--- src/rtl/iq_gain_pkg.sv ---
package iq_gain_pkg;
  parameter int unsigned SAMPLE_W = 16;
  parameter int unsigned AMT_W    = 3;
  parameter int unsigned CNT_W    = 8;
  localparam int unsigned MAX_SHIFT = (1 << AMT_W) - 1;
  localparam int unsigned WIDE_W    = SAMPLE_W + MAX_SHIFT + 1;

  typedef struct packed {
    logic             dir_right;
    logic [AMT_W-1:0] amt;
  } gain_word_t;
endpackage

--- src/rtl/iq_gain_lane.sv ---
module iq_gain_lane
  import iq_gain_pkg::*;
#(
  parameter int unsigned W   = SAMPLE_W,
  parameter int unsigned AW  = AMT_W
) (
  input  logic signed [W-1:0]  din_i,
  input  logic                 dir_right_i,
  input  logic        [AW-1:0] amt_i,
  output logic signed [W-1:0]  dout_o,
  output logic                 clip_o
);
  localparam int unsigned XW = W + (1 << AW);
  localparam logic signed [XW-1:0] POS_LIM = XW'((1 << (W-1)) - 1);
  localparam logic signed [XW-1:0] NEG_LIM = -XW'(1 << (W-1));

  logic signed [XW-1:0] wide;
  logic signed [XW-1:0] shl;
  logic signed [W-1:0]  shr;

  // full-width left shift keeps every bit for the range test
  always_comb begin
    wide = XW'(din_i);
    shl  = wide <<< amt_i;
    shr  = din_i >>> amt_i;
    clip_o = 1'b0;
    if (dir_right_i) begin
      dout_o = shr;
    end else if (shl > POS_LIM) begin
      dout_o = POS_LIM[W-1:0];
      clip_o = 1'b1;
    end else if (shl < NEG_LIM) begin
      dout_o = NEG_LIM[W-1:0];
      clip_o = 1'b1;
    end else begin
      dout_o = shl[W-1:0];
    end
  end
endmodule

--- src/rtl/iq_clip_counter.sv ---
module iq_clip_counter #(
  parameter int unsigned CW = 8
) (
  input  logic          clk_i,
  input  logic          rst_ni,
  input  logic          inc_i,
  output logic [CW-1:0] cnt_o
);
  localparam logic [CW-1:0] CNT_MAX = {CW{1'b1}};

  always_ff @(posedge clk_i or negedge rst_ni) begin
    if (!rst_ni)                       cnt_o <= '0;
    else if (inc_i && cnt_o != CNT_MAX) cnt_o <= cnt_o + 1'b1;
  end
endmodule

--- src/rtl/iq_gain_shifter.sv ---
module iq_gain_shifter
  import iq_gain_pkg::*;
(
  input  logic                       clk_i,
  input  logic                       rst_ni,
  input  logic signed [SAMPLE_W-1:0] i_i,
  input  logic signed [SAMPLE_W-1:0] q_i,
  input  logic                       valid_i,
  input  logic [AMT_W:0]             gain_i,
  output logic signed [SAMPLE_W-1:0] i_o,
  output logic signed [SAMPLE_W-1:0] q_o,
  output logic                       valid_o,
  output logic [CNT_W-1:0]           clip_cnt_o
);
  localparam int unsigned NLANE = 2;

  gain_word_t                 gw;
  logic signed [SAMPLE_W-1:0] lane_in  [NLANE];
  logic signed [SAMPLE_W-1:0] lane_out [NLANE];
  logic        [NLANE-1:0]    lane_clip;
  logic                       sample_clip;

  assign gw         = gain_word_t'(gain_i);
  assign lane_in[0] = i_i;
  assign lane_in[1] = q_i;

  for (genvar g = 0; g < NLANE; g++) begin : g_lane
    iq_gain_lane #(.W(SAMPLE_W), .AW(AMT_W)) u_lane (
      .din_i       (lane_in[g]),
      .dir_right_i (gw.dir_right),
      .amt_i       (gw.amt),
      .dout_o      (lane_out[g]),
      .clip_o      (lane_clip[g])
    );
  end

  // one increment per sample regardless of how many lanes clipped
  assign sample_clip = valid_i && (|lane_clip);

  always_ff @(posedge clk_i or negedge rst_ni) begin
    if (!rst_ni) begin
      i_o     <= '0;
      q_o     <= '0;
      valid_o <= 1'b0;
    end else begin
      valid_o <= valid_i;
      if (valid_i) begin
        i_o <= lane_out[0];
        q_o <= lane_out[1];
      end
    end
  end

  iq_clip_counter #(.CW(CNT_W)) u_cnt (
    .clk_i  (clk_i),
    .rst_ni (rst_ni),
    .inc_i  (sample_clip),
    .cnt_o  (clip_cnt_o)
  );
endmodule

--- config.mk ---
export PLATFORM = sky130hd
export DESIGN_NAME = iq_gain_shifter
export DESIGN_NICKNAME = d
export VERILOG_FILES = /design/src/rtl/iq_gain_pkg.sv /design/src/rtl/iq_gain_lane.sv /design/src/rtl/iq_clip_counter.sv /design/src/rtl/iq_gain_shifter.sv
export SDC_FILE = /design/constraint.sdc
export NUM_CORES = 1
export LEC_CHECK = 0
export BUFFER_PORTS_ARGS = -buffer_cell sky130_fd_sc_hd__buf_2
export CAP_MARGIN = 5
export CORE_ASPECT_RATIO = 0.6
export CORE_MARGIN = 3
export CORE_UTILIZATION = 40
export DETAILED_ROUTE_END_ITERATION = 6
export GPL_ROUTABILITY_DRIVEN = 1
export PLACE_DENSITY = 0.61
export SYNTH_ARGS = -nofsm -noshare
export SYNTH_HDL_FRONTEND = slang
export SYNTH_HIERARCHICAL = 1
export SYNTH_SLANG_ARGS = --single-unit
--- constraint.sdc ---
create_clock -name clk_i -period 1.7 [get_ports clk_i]
set_clock_uncertainty 0.05 [all_clocks]
set_input_delay 0.085 -clock clk_i [delete_from_list [all_inputs] [get_ports clk_i]]
set_output_delay 0.085 -clock clk_i [all_outputs]
set_load 0.01 [all_outputs]
==> flow_metrics.py, run 1 <==
metrics = {
    "status": {
        "status": "complete, but fails checks",
        "failed_checks": "negative setup slack",
    },
    "die": {
        "core_area_um2": 10960,
        "die_area_um2": 12990,
        "die_width_um": 145.2,
        "num_io_pins": 80,
        "core.rowCount": 29,
        "start_util_pct": 42.41,
        "die_y_um": 89.49,
    },
    "power": {
        "clockPowerShare_pct": 21.9,
        "switching_share_pct": 38.67,
        "power_w": 0.004556,
        "power_per_cell_area_nw_per_um2": 699.2,
        "p_comb_share_pct": 48.2,
        "power_leakage_nw": 2.912,
        "p_int_w": 0.002794,
        "ir_drop_mv": 0.5803,
        "seqPwrFrac_pct": 29.9,
        "switchingPower_w": 0.001762,
    },
    "clocking": {
        "clk_latency_ns": 0.28,
        "htree_levels": 2,
        "ctsLongestPathBuffers": 2,
        "numClockSinks": 41,
        "cts_buffers": 5,
        "cts_tree": "done",
        "path_clk_slew_ns": 0.06,
        "cts_root_buf": "clkbuf_16",
    },
    "finish": {
        "layout_commonest_cell": "buf_4",
        "nets": 734,
        "drive_above_1_share_pct": 47.48,
        "layout_common_cells": "buf_4 (110), buf_2 (72), nand2_1 (64)",
        "n_antenna_cell": 0,
        "area_growth_pct": 40.23,
        "utilization_pct": 59.47,
    },
    "sta": {
        "hold_viol_final": 0,
        "worst_pin_slew_ns": 0.6043,
        "setup_viol": 36,
        "rsz0062_at_grt": "yes",
        "layout_min_cycle_time_ns": 2.008,
        "slew_viol_final": 0,
        "slew_headroom_pct": 58.56,
        "setup_tns_ns": -7.391,
        "max_freq_ghz": 0.4981,
        "fin_crit_sh_pct": 118.1,
        "fin_ws_ns": -0.3075,
    },
    "route": {
        "drt_iter0_markers": 569,
        "wl_mm": 17.38,
        "firstDrtPassIters": 5,
        "drt_drc_violations_left": 0,
        "drtAntennaViolNets": 0,
        "wl_per_cell_um": 20.45,
        "post_drt_via_cell_ratio": 5.878,
        "vias": 4996,
    },
    "run": {
        "maxCapViolCount": 0,
    },
    "critical_path": {
        "crit_path_end": "u_cnt/cnt_o[5]",
        "slowest_delay_ns": 0.30,
        "cp.required_ns": 1.82,
        "cp_cell_sequence": "buf_16 -> mux2i_4 -> mux2i_1 -> o31ai_1 -> a41o_1 -> a21oi_2 -> o21a_4 -> and4_4 -> nand3_2 -> mux2_4",
        "r2r-start": "u_cnt/cnt_o[0]",
        "r2r.worst_path.cells": 4,
        "reg2reg_slack_ns": 0,
        "crit_start": "gain_i[1]",
        "start_kind": "input pin",
        "cp_slowest_cell": "mux2i_4",
        "crit_family": "compound AO/OA/AOI/OAI gates",
        "cp_num_cells": 10,
        "r2r_end": "u_cnt/cnt_o[1]",
        "critPathKind": "in -> reg",
        "end_kind": "flop",
        "cp.arrival_ns": 2.13,
        "path_buf_inv": 1,
        "crit_fanout": 8,
    },
    "synthesis": {
        "synthDistinctLibCells": 64,
        "synth_area_leaders": "dfrtp_1 (22%), mux2i_1 (12%), mux2_4 (9.7%)",
        "synth_largest_area_cell": "dfrtp_1",
        "syn_area_per_cell_um2": 8.735,
        "synthArstFlopShare_pct": 100.0,
        "ys_ff_latch": 41,
        "synthCells": 532,
        "yosys.area.top_type_share_pct": 22.08,
        "ys.flop_type": "dfrtp_1",
        "synth_nets": 572,
        "yosys_warnings": 6,
        "synth-edff-count": 0,
        "synth_area_um2": 4647,
        "yosysSeqAreaShare_pct": 22.08,
    },
    "global_route": {
        "grt.overflow.total": 0,
        "antenna_found_initial": 0,
        "grt_max_degree": 42,
        "grt_use_total_pct": 26.19,
        "grt_pass1_wl_mm": 26.90,
        "grt_pass1_vias": 4725,
    },
    "worst_hold_path": {
        "holdPathStages": 2,
        "hold_path_class": "in -> reg",
    },
    "place": {
        "portBuffers": 79,
        "dp_hpwl_mm": 12.57,
        "dp_worst_setup_slack_ns": -0.9605,
        "routabilityCongestion": 0.9502,
    },
}
-- worst min path at each step --
stage,startpoint,end,slack (ns)
2_1_floorplan,rst_ni,i_o[0],-0.26
4_1_cts,valid_i,valid_o,0.17
6_report,valid_i,valid_o,0.18
3_5_place_dp,rst_ni,q_o[3],0.15
5_1_grt,valid_i,valid_o,0.18
3_3_place_gp,rst_ni,q_o[2],0.14
-- power by group through the flow --
| stage | Sequential (W) | Clock (W) | Combinational (W) |
|---|---|---|---|
| after global placement | 0.00135 | 0 | 0.00189 |
| final | 0.00136 | 0.000999 | 0.00220 |
| after CTS | 0.00136 | 0.00102 | 0.00213 |
| after floorplan | 0.00143 | 0 | 0.00108 |
| after detailed placement | 0.00136 | 0 | 0.00191 |
| after global routing | 0.00140 | 0.00107 | 0.00234 |
-- metal layers --
layer  share of wire, %  global-route usage [%]
met4               0.56                   3.101
met2                 39                   36.14
met3                 11                   8.004
met1                 49                   40.58
met5                  0                       0
-- through the flow --
| step | hold WS [ns] | instance area, um2 | instances |
|---|---|---|---|
| 6_report | 0.1772 | 6516 | 850 |
| 5_1_grt | 0.1792 | 6516 | 850 |
| 4_1_cts | 0.1662 | 6454 | 850 |
| 3_5_place_dp | 0.1541 | 5788 | 824 |
| 3_3_place_gp | 0.1423 | 5788 | 824 |
| 2_1_floorplan | -0.2606 | 4701 | 532 |
-- sequential cells by signal (all words and copies together), names as in the netlist --
| register | cells |
|---|---|
| u_cnt/cnt_o | 8 |
| i_o | 16 |
| valid_o | 1 |
| q_o | 16 |
-- synth_stat cells, types with 11 or more instances --
master / count
nand2_1: 65
mux2i_1: 54
dfrtp_1: 41
nor2_1: 35
o21ai_0: 34
mux2_4: 30
a21oi_1: 22
a22oi_1: 20
clkbuf_1: 16
nand3_1: 16
o211ai_1: 13
buf_2: 12
inv_1: 11
mux2_2: 11
-- what timing repair did --
action	in CTS	in global routing
hold endpoints to repair	41	0
resized for setup	69	17
pin swaps	29	16
gates cloned	3	0
setup buffers	16	1
hold buffers	1	0
endpoints found under the setup margin	38	38
-- kinds of logic after synthesis --
group,Yosys count,synth area share (%)
AOI/OAI and AO/OA,164,26.52
and+or+nand+nor,159,16.02
muxes,100,26.17
buffers and inverters,65,8.563
DFF,41,22.08
xor gates and xnor gates,2,0.3770
adders and majority gates,1,0.2692
-- cell type report --
type / instances / area [um2]
multi-input combinational: 426 / 3556
inverter: 15 / 60.06
clock inverter: 2 / 15.01
timing repair buffer: 205 / 1536
fill: 982 / 4442
sequential: 41 / 1026
tap: 155 / 193.9
clock buffer: 6 / 128.9
-- worst register-to-register path, cell delays in order, from the launching register on --
cell and delay (ns):
dfrtp_1 0.46, ha_1 0.32, nand4_1 0.20, o21ai_2 0.21
mux2_1 0.34
No activity file was read; power rests on OpenSTA's default activity.
==> inputs of run 2 (changes only) <==
--- a/config.mk
+++ b/config.mk
@@ -12,8 +12,7 @@
 export CORE_UTILIZATION = 40
 export DETAILED_ROUTE_END_ITERATION = 6
 export GPL_ROUTABILITY_DRIVEN = 1
-export PLACE_DENSITY = 0.61
+export PLACE_DENSITY = 0.62
 export SYNTH_ARGS = -nofsm -noshare
 export SYNTH_HDL_FRONTEND = slang
-export SYNTH_HIERARCHICAL = 1
 export SYNTH_SLANG_ARGS = --single-unit
==> run 2 against run 1 <==
The run still ends with negative setup slack left. Die area is 13% lower. Clock power is 8.5% lower. Count of clock-buffer cells in the layout stayed put. Wire length is 18% lower. Sequential power is 7% lower. Via count is 10% lower. Power is 12% lower. Final cell count is 8.4% lower. Hold slack worse by 0.11 ns. Sequential share of layout area is 2.4 points higher. Non-clock buffer count is 25 lower.
==> flow_metrics.py, run 2 <==
metrics = {
    "status": {
        "status": "complete, but fails checks",
        "failed_checks": "negative setup slack",
    },
    "sta": {
        "setup_viol": 7,
        "worst_hold_slack_ns": 0.06546,
        "slew_headroom_pct": 65.75,
        "slew_viol_final": 0,
        "worst_pin_slew_ns": 0.5084,
        "fin_ws_ns": -0.1036,
        "hold_viol_final": 0,
        "setup_tns_ns": -0.4835,
        "max_freq_ghz": 0.5544,
        "fin_crit_sh_pct": 106.1,
        "layout_min_cycle_time_ns": 1.804,
        "rsz0062_at_grt": "yes",
    },
    "clocking": {
        "htree_levels": 2,
        "path_clk_slew_ns": 0.06,
        "clk_latency_ns": 0.28,
        "cts_tree": "done",
        "numClockSinks": 41,
        "ctsLongestPathBuffers": 2,
        "cts_root_buf": "clkbuf_16",
        "cts_buffers": 5,
    },
    "critical_path": {
        "end_kind": "flop",
        "r2r-start": "u_cnt.cnt_o[0]",
        "cp_cell_sequence": "buf_16 -> mux2i_2 -> mux2_4 -> mux2_4 -> nand2b_4 -> o32a_4 -> o21ai_4 -> mux2_4",
        "critPathKind": "in -> reg",
        "crit_fanout": 5,
        "cp.arrival_ns": 1.92,
        "cp_slowest_cell": "o32a_4",
        "cp.required_ns": 1.82,
        "path_buf_inv": 1,
        "crit_start": "gain_i[1]",
        "start_kind": "input pin",
        "crit_family": "multiplexers",
        "critPathMostFrequentCell": "mux2_4",
        "slowest_delay_ns": 0.38,
        "reg2reg_slack_ns": -0.03,
    },
    "finish": {
        "top_regs": "i_o x16, q_o x16, u_cnt.cnt_o x8",
        "layout_commonest_cell": "buf_4",
        "stdcell_count": 779,
        "area_growth_pct": 40.67,
        "drive_above_1_share_pct": 40.68,
        "fill_cells": 863,
        "layout_common_cells": "buf_4 (87), buf_2 (78), nor2_1 (56)",
        "n_antenna_cell": 0,
        "nets": 688,
    },
    "route": {
        "wl_mm": 14.34,
        "wl_per_cell_um": 18.40,
        "firstDrtPassIters": 5,
        "drt_iter0_markers": 494,
        "vias": 4483,
        "drtAntennaViolNets": 0,
        "post_drt_via_cell_ratio": 5.755,
        "drt_drc_violations_left": 0,
    },
    "die": {
        "core_area_um2": 9459,
        "num_io_pins": 80,
        "die_y_um": 83.67,
        "start_util_pct": 42.51,
        "die_area_um2": 11330,
        "die_width_um": 135.4,
        "core.rowCount": 27,
    },
    "global_route": {
        "grt_pass1_wl_mm": 23.14,
        "grt.overflow.total": 0,
        "grt_use_total_pct": 25.18,
        "antenna_found_initial": 0,
        "grt_pass1_vias": 4359,
        "grt_max_degree": 42,
    },
    "synthesis": {
        "synth_largest_area_cell": "dfrtp_1",
        "yosys.area.top_type_share_pct": 25.51,
        "yosys-top-cells-count": "nor2_1 (58), o21ai_0 (54), a21oi_1 (45), dfrtp_1 (41), mux2i_1 (37)",
        "synth.most_common_cell": "nor2_1",
        "syn_area_per_cell_um2": 7.916,
        "synth_area_leaders": "dfrtp_1 (26%), mux2i_1 (9.2%), o21ai_0 (6.7%)",
        "ys_ff_latch": 41,
        "synthCells": 508,
        "synth_area_um2": 4021,
        "synthDistinctLibCells": 54,
        "synth-edff-count": 0,
        "ys.flop_type": "dfrtp_1",
        "yosysSeqAreaShare_pct": 25.51,
        "synthArstFlopShare_pct": 100.0,
        "synth_nets": 548,
        "yosys_warnings": 0,
    },
    "power": {
        "ir_drop_mv": 0.5123,
        "power_per_cell_area_nw_per_um2": 706.2,
        "power_leakage_nw": 2.505,
    },
    "run": {
        "maxCapViolCount": 0,
    },
    "place": {
        "dp_hpwl_mm": 10.92,
        "dpl.cell_count": 761,
        "routabilityCongestion": 0.9443,
        "portBuffers": 79,
    },
    "worst_hold_path": {
        "hold_path_class": "in -> reg",
        "min_from": "q_i[0]",
    },
}
[run 2: timing repair]
action | in CTS | in global routing
buffers inserted | 7 | 2
endpoints found under the setup margin | 34 | 37
endpoints found under the hold margin | 41 | 0
gates cloned | 1 | 1
pin swaps | 14 | 15
hold buffers | 1 | 0
gates resized for setup | 41 | 30
[run 2: logic make-up (layout without fill, tap and decap cells)]
group / after synthesis / in the layout / share of synthesized area [%]
buffers and inverters: 59 / 200 / 6.565
AO/OA/AOI/OAI: 188 / 188 / 30.34
XOR/XNOR: 7 / 7 / 1.525
flip-flops: 41 / 41 / 25.51
AND/OR/NAND/NOR: 148 / 148 / 17.02
multiplexers: 64 / 64 / 18.73
adder cells (fa/ha/maj): 1 / 1 / 0.3111
[run 2: final timing paths]
kind	depth (start not counted)	to
setup / recovery	8	u_cnt.cnt_o[1]
hold / removal	3	q_o[0]
setup reg to reg	7	u_cnt.cnt_o[7]
hold reg to reg	1	q_o[15]
max in group asynchronous	3	q_o[7]
min in group asynchronous	3	i_o[4]
[run 2: per-layer routing]
| metal | share of wire [%] | GRT usage [%] | vias up |
|---|---|---|---|
| met1 | 48 | 36.97 | 2161 |
| li1 | - | - | 2154 |
| met2 | 45 | 39.35 | 158 |
| met4 | 0.89 | 4.941 | 0 |
| met5 | 0 | 0 | - |
| met3 | 5.9 | 3.855 | 10 |
[run 2: final cells by class]
type	count	area (um2)	area share (%)
Clock buffer	6	128.9	2.278
Clock inverter	2	10.01	0.1770
Inverter	12	47.55	0.8405
Multi-Input combinational cell	408	3014	53.28
Sequential cell	41	1026	18.14
Tap cell	130	162.7	2.875
Timing Repair Buffer	180	1267	22.41
[run 2: through the flow]
stage          setup WS (ns)  area, um2  util, %  power (W)
6_report             -0.1036       5657    59.80   0.003995
4_1_cts              -0.1558       5504    58.19   0.003948
3_3_place_gp         -0.5737       5124    54.17   0.002890
2_1_floorplan        -0.3081       4100        -   0.002178
3_5_place_dp         -0.5494       5124    54.17   0.002920
5_1_grt              -0.1542       5657    59.80   0.004254
[run 2: report_power, final]
group	leakage [nW]	switching, W	internal (W)
registers	0.470	0.000119	0.00115
clock network	0.0706	0.000375	0.000539
logic	1.96	0.000949	0.000865
[run 2: worst min-delay path: cells and delay by family]
family	cells	cell delay, ns
AO/OA/AOI/OAI	1	0.06
buffers and inverters	1	0.15
AND/OR/NAND/NOR	1	0.07
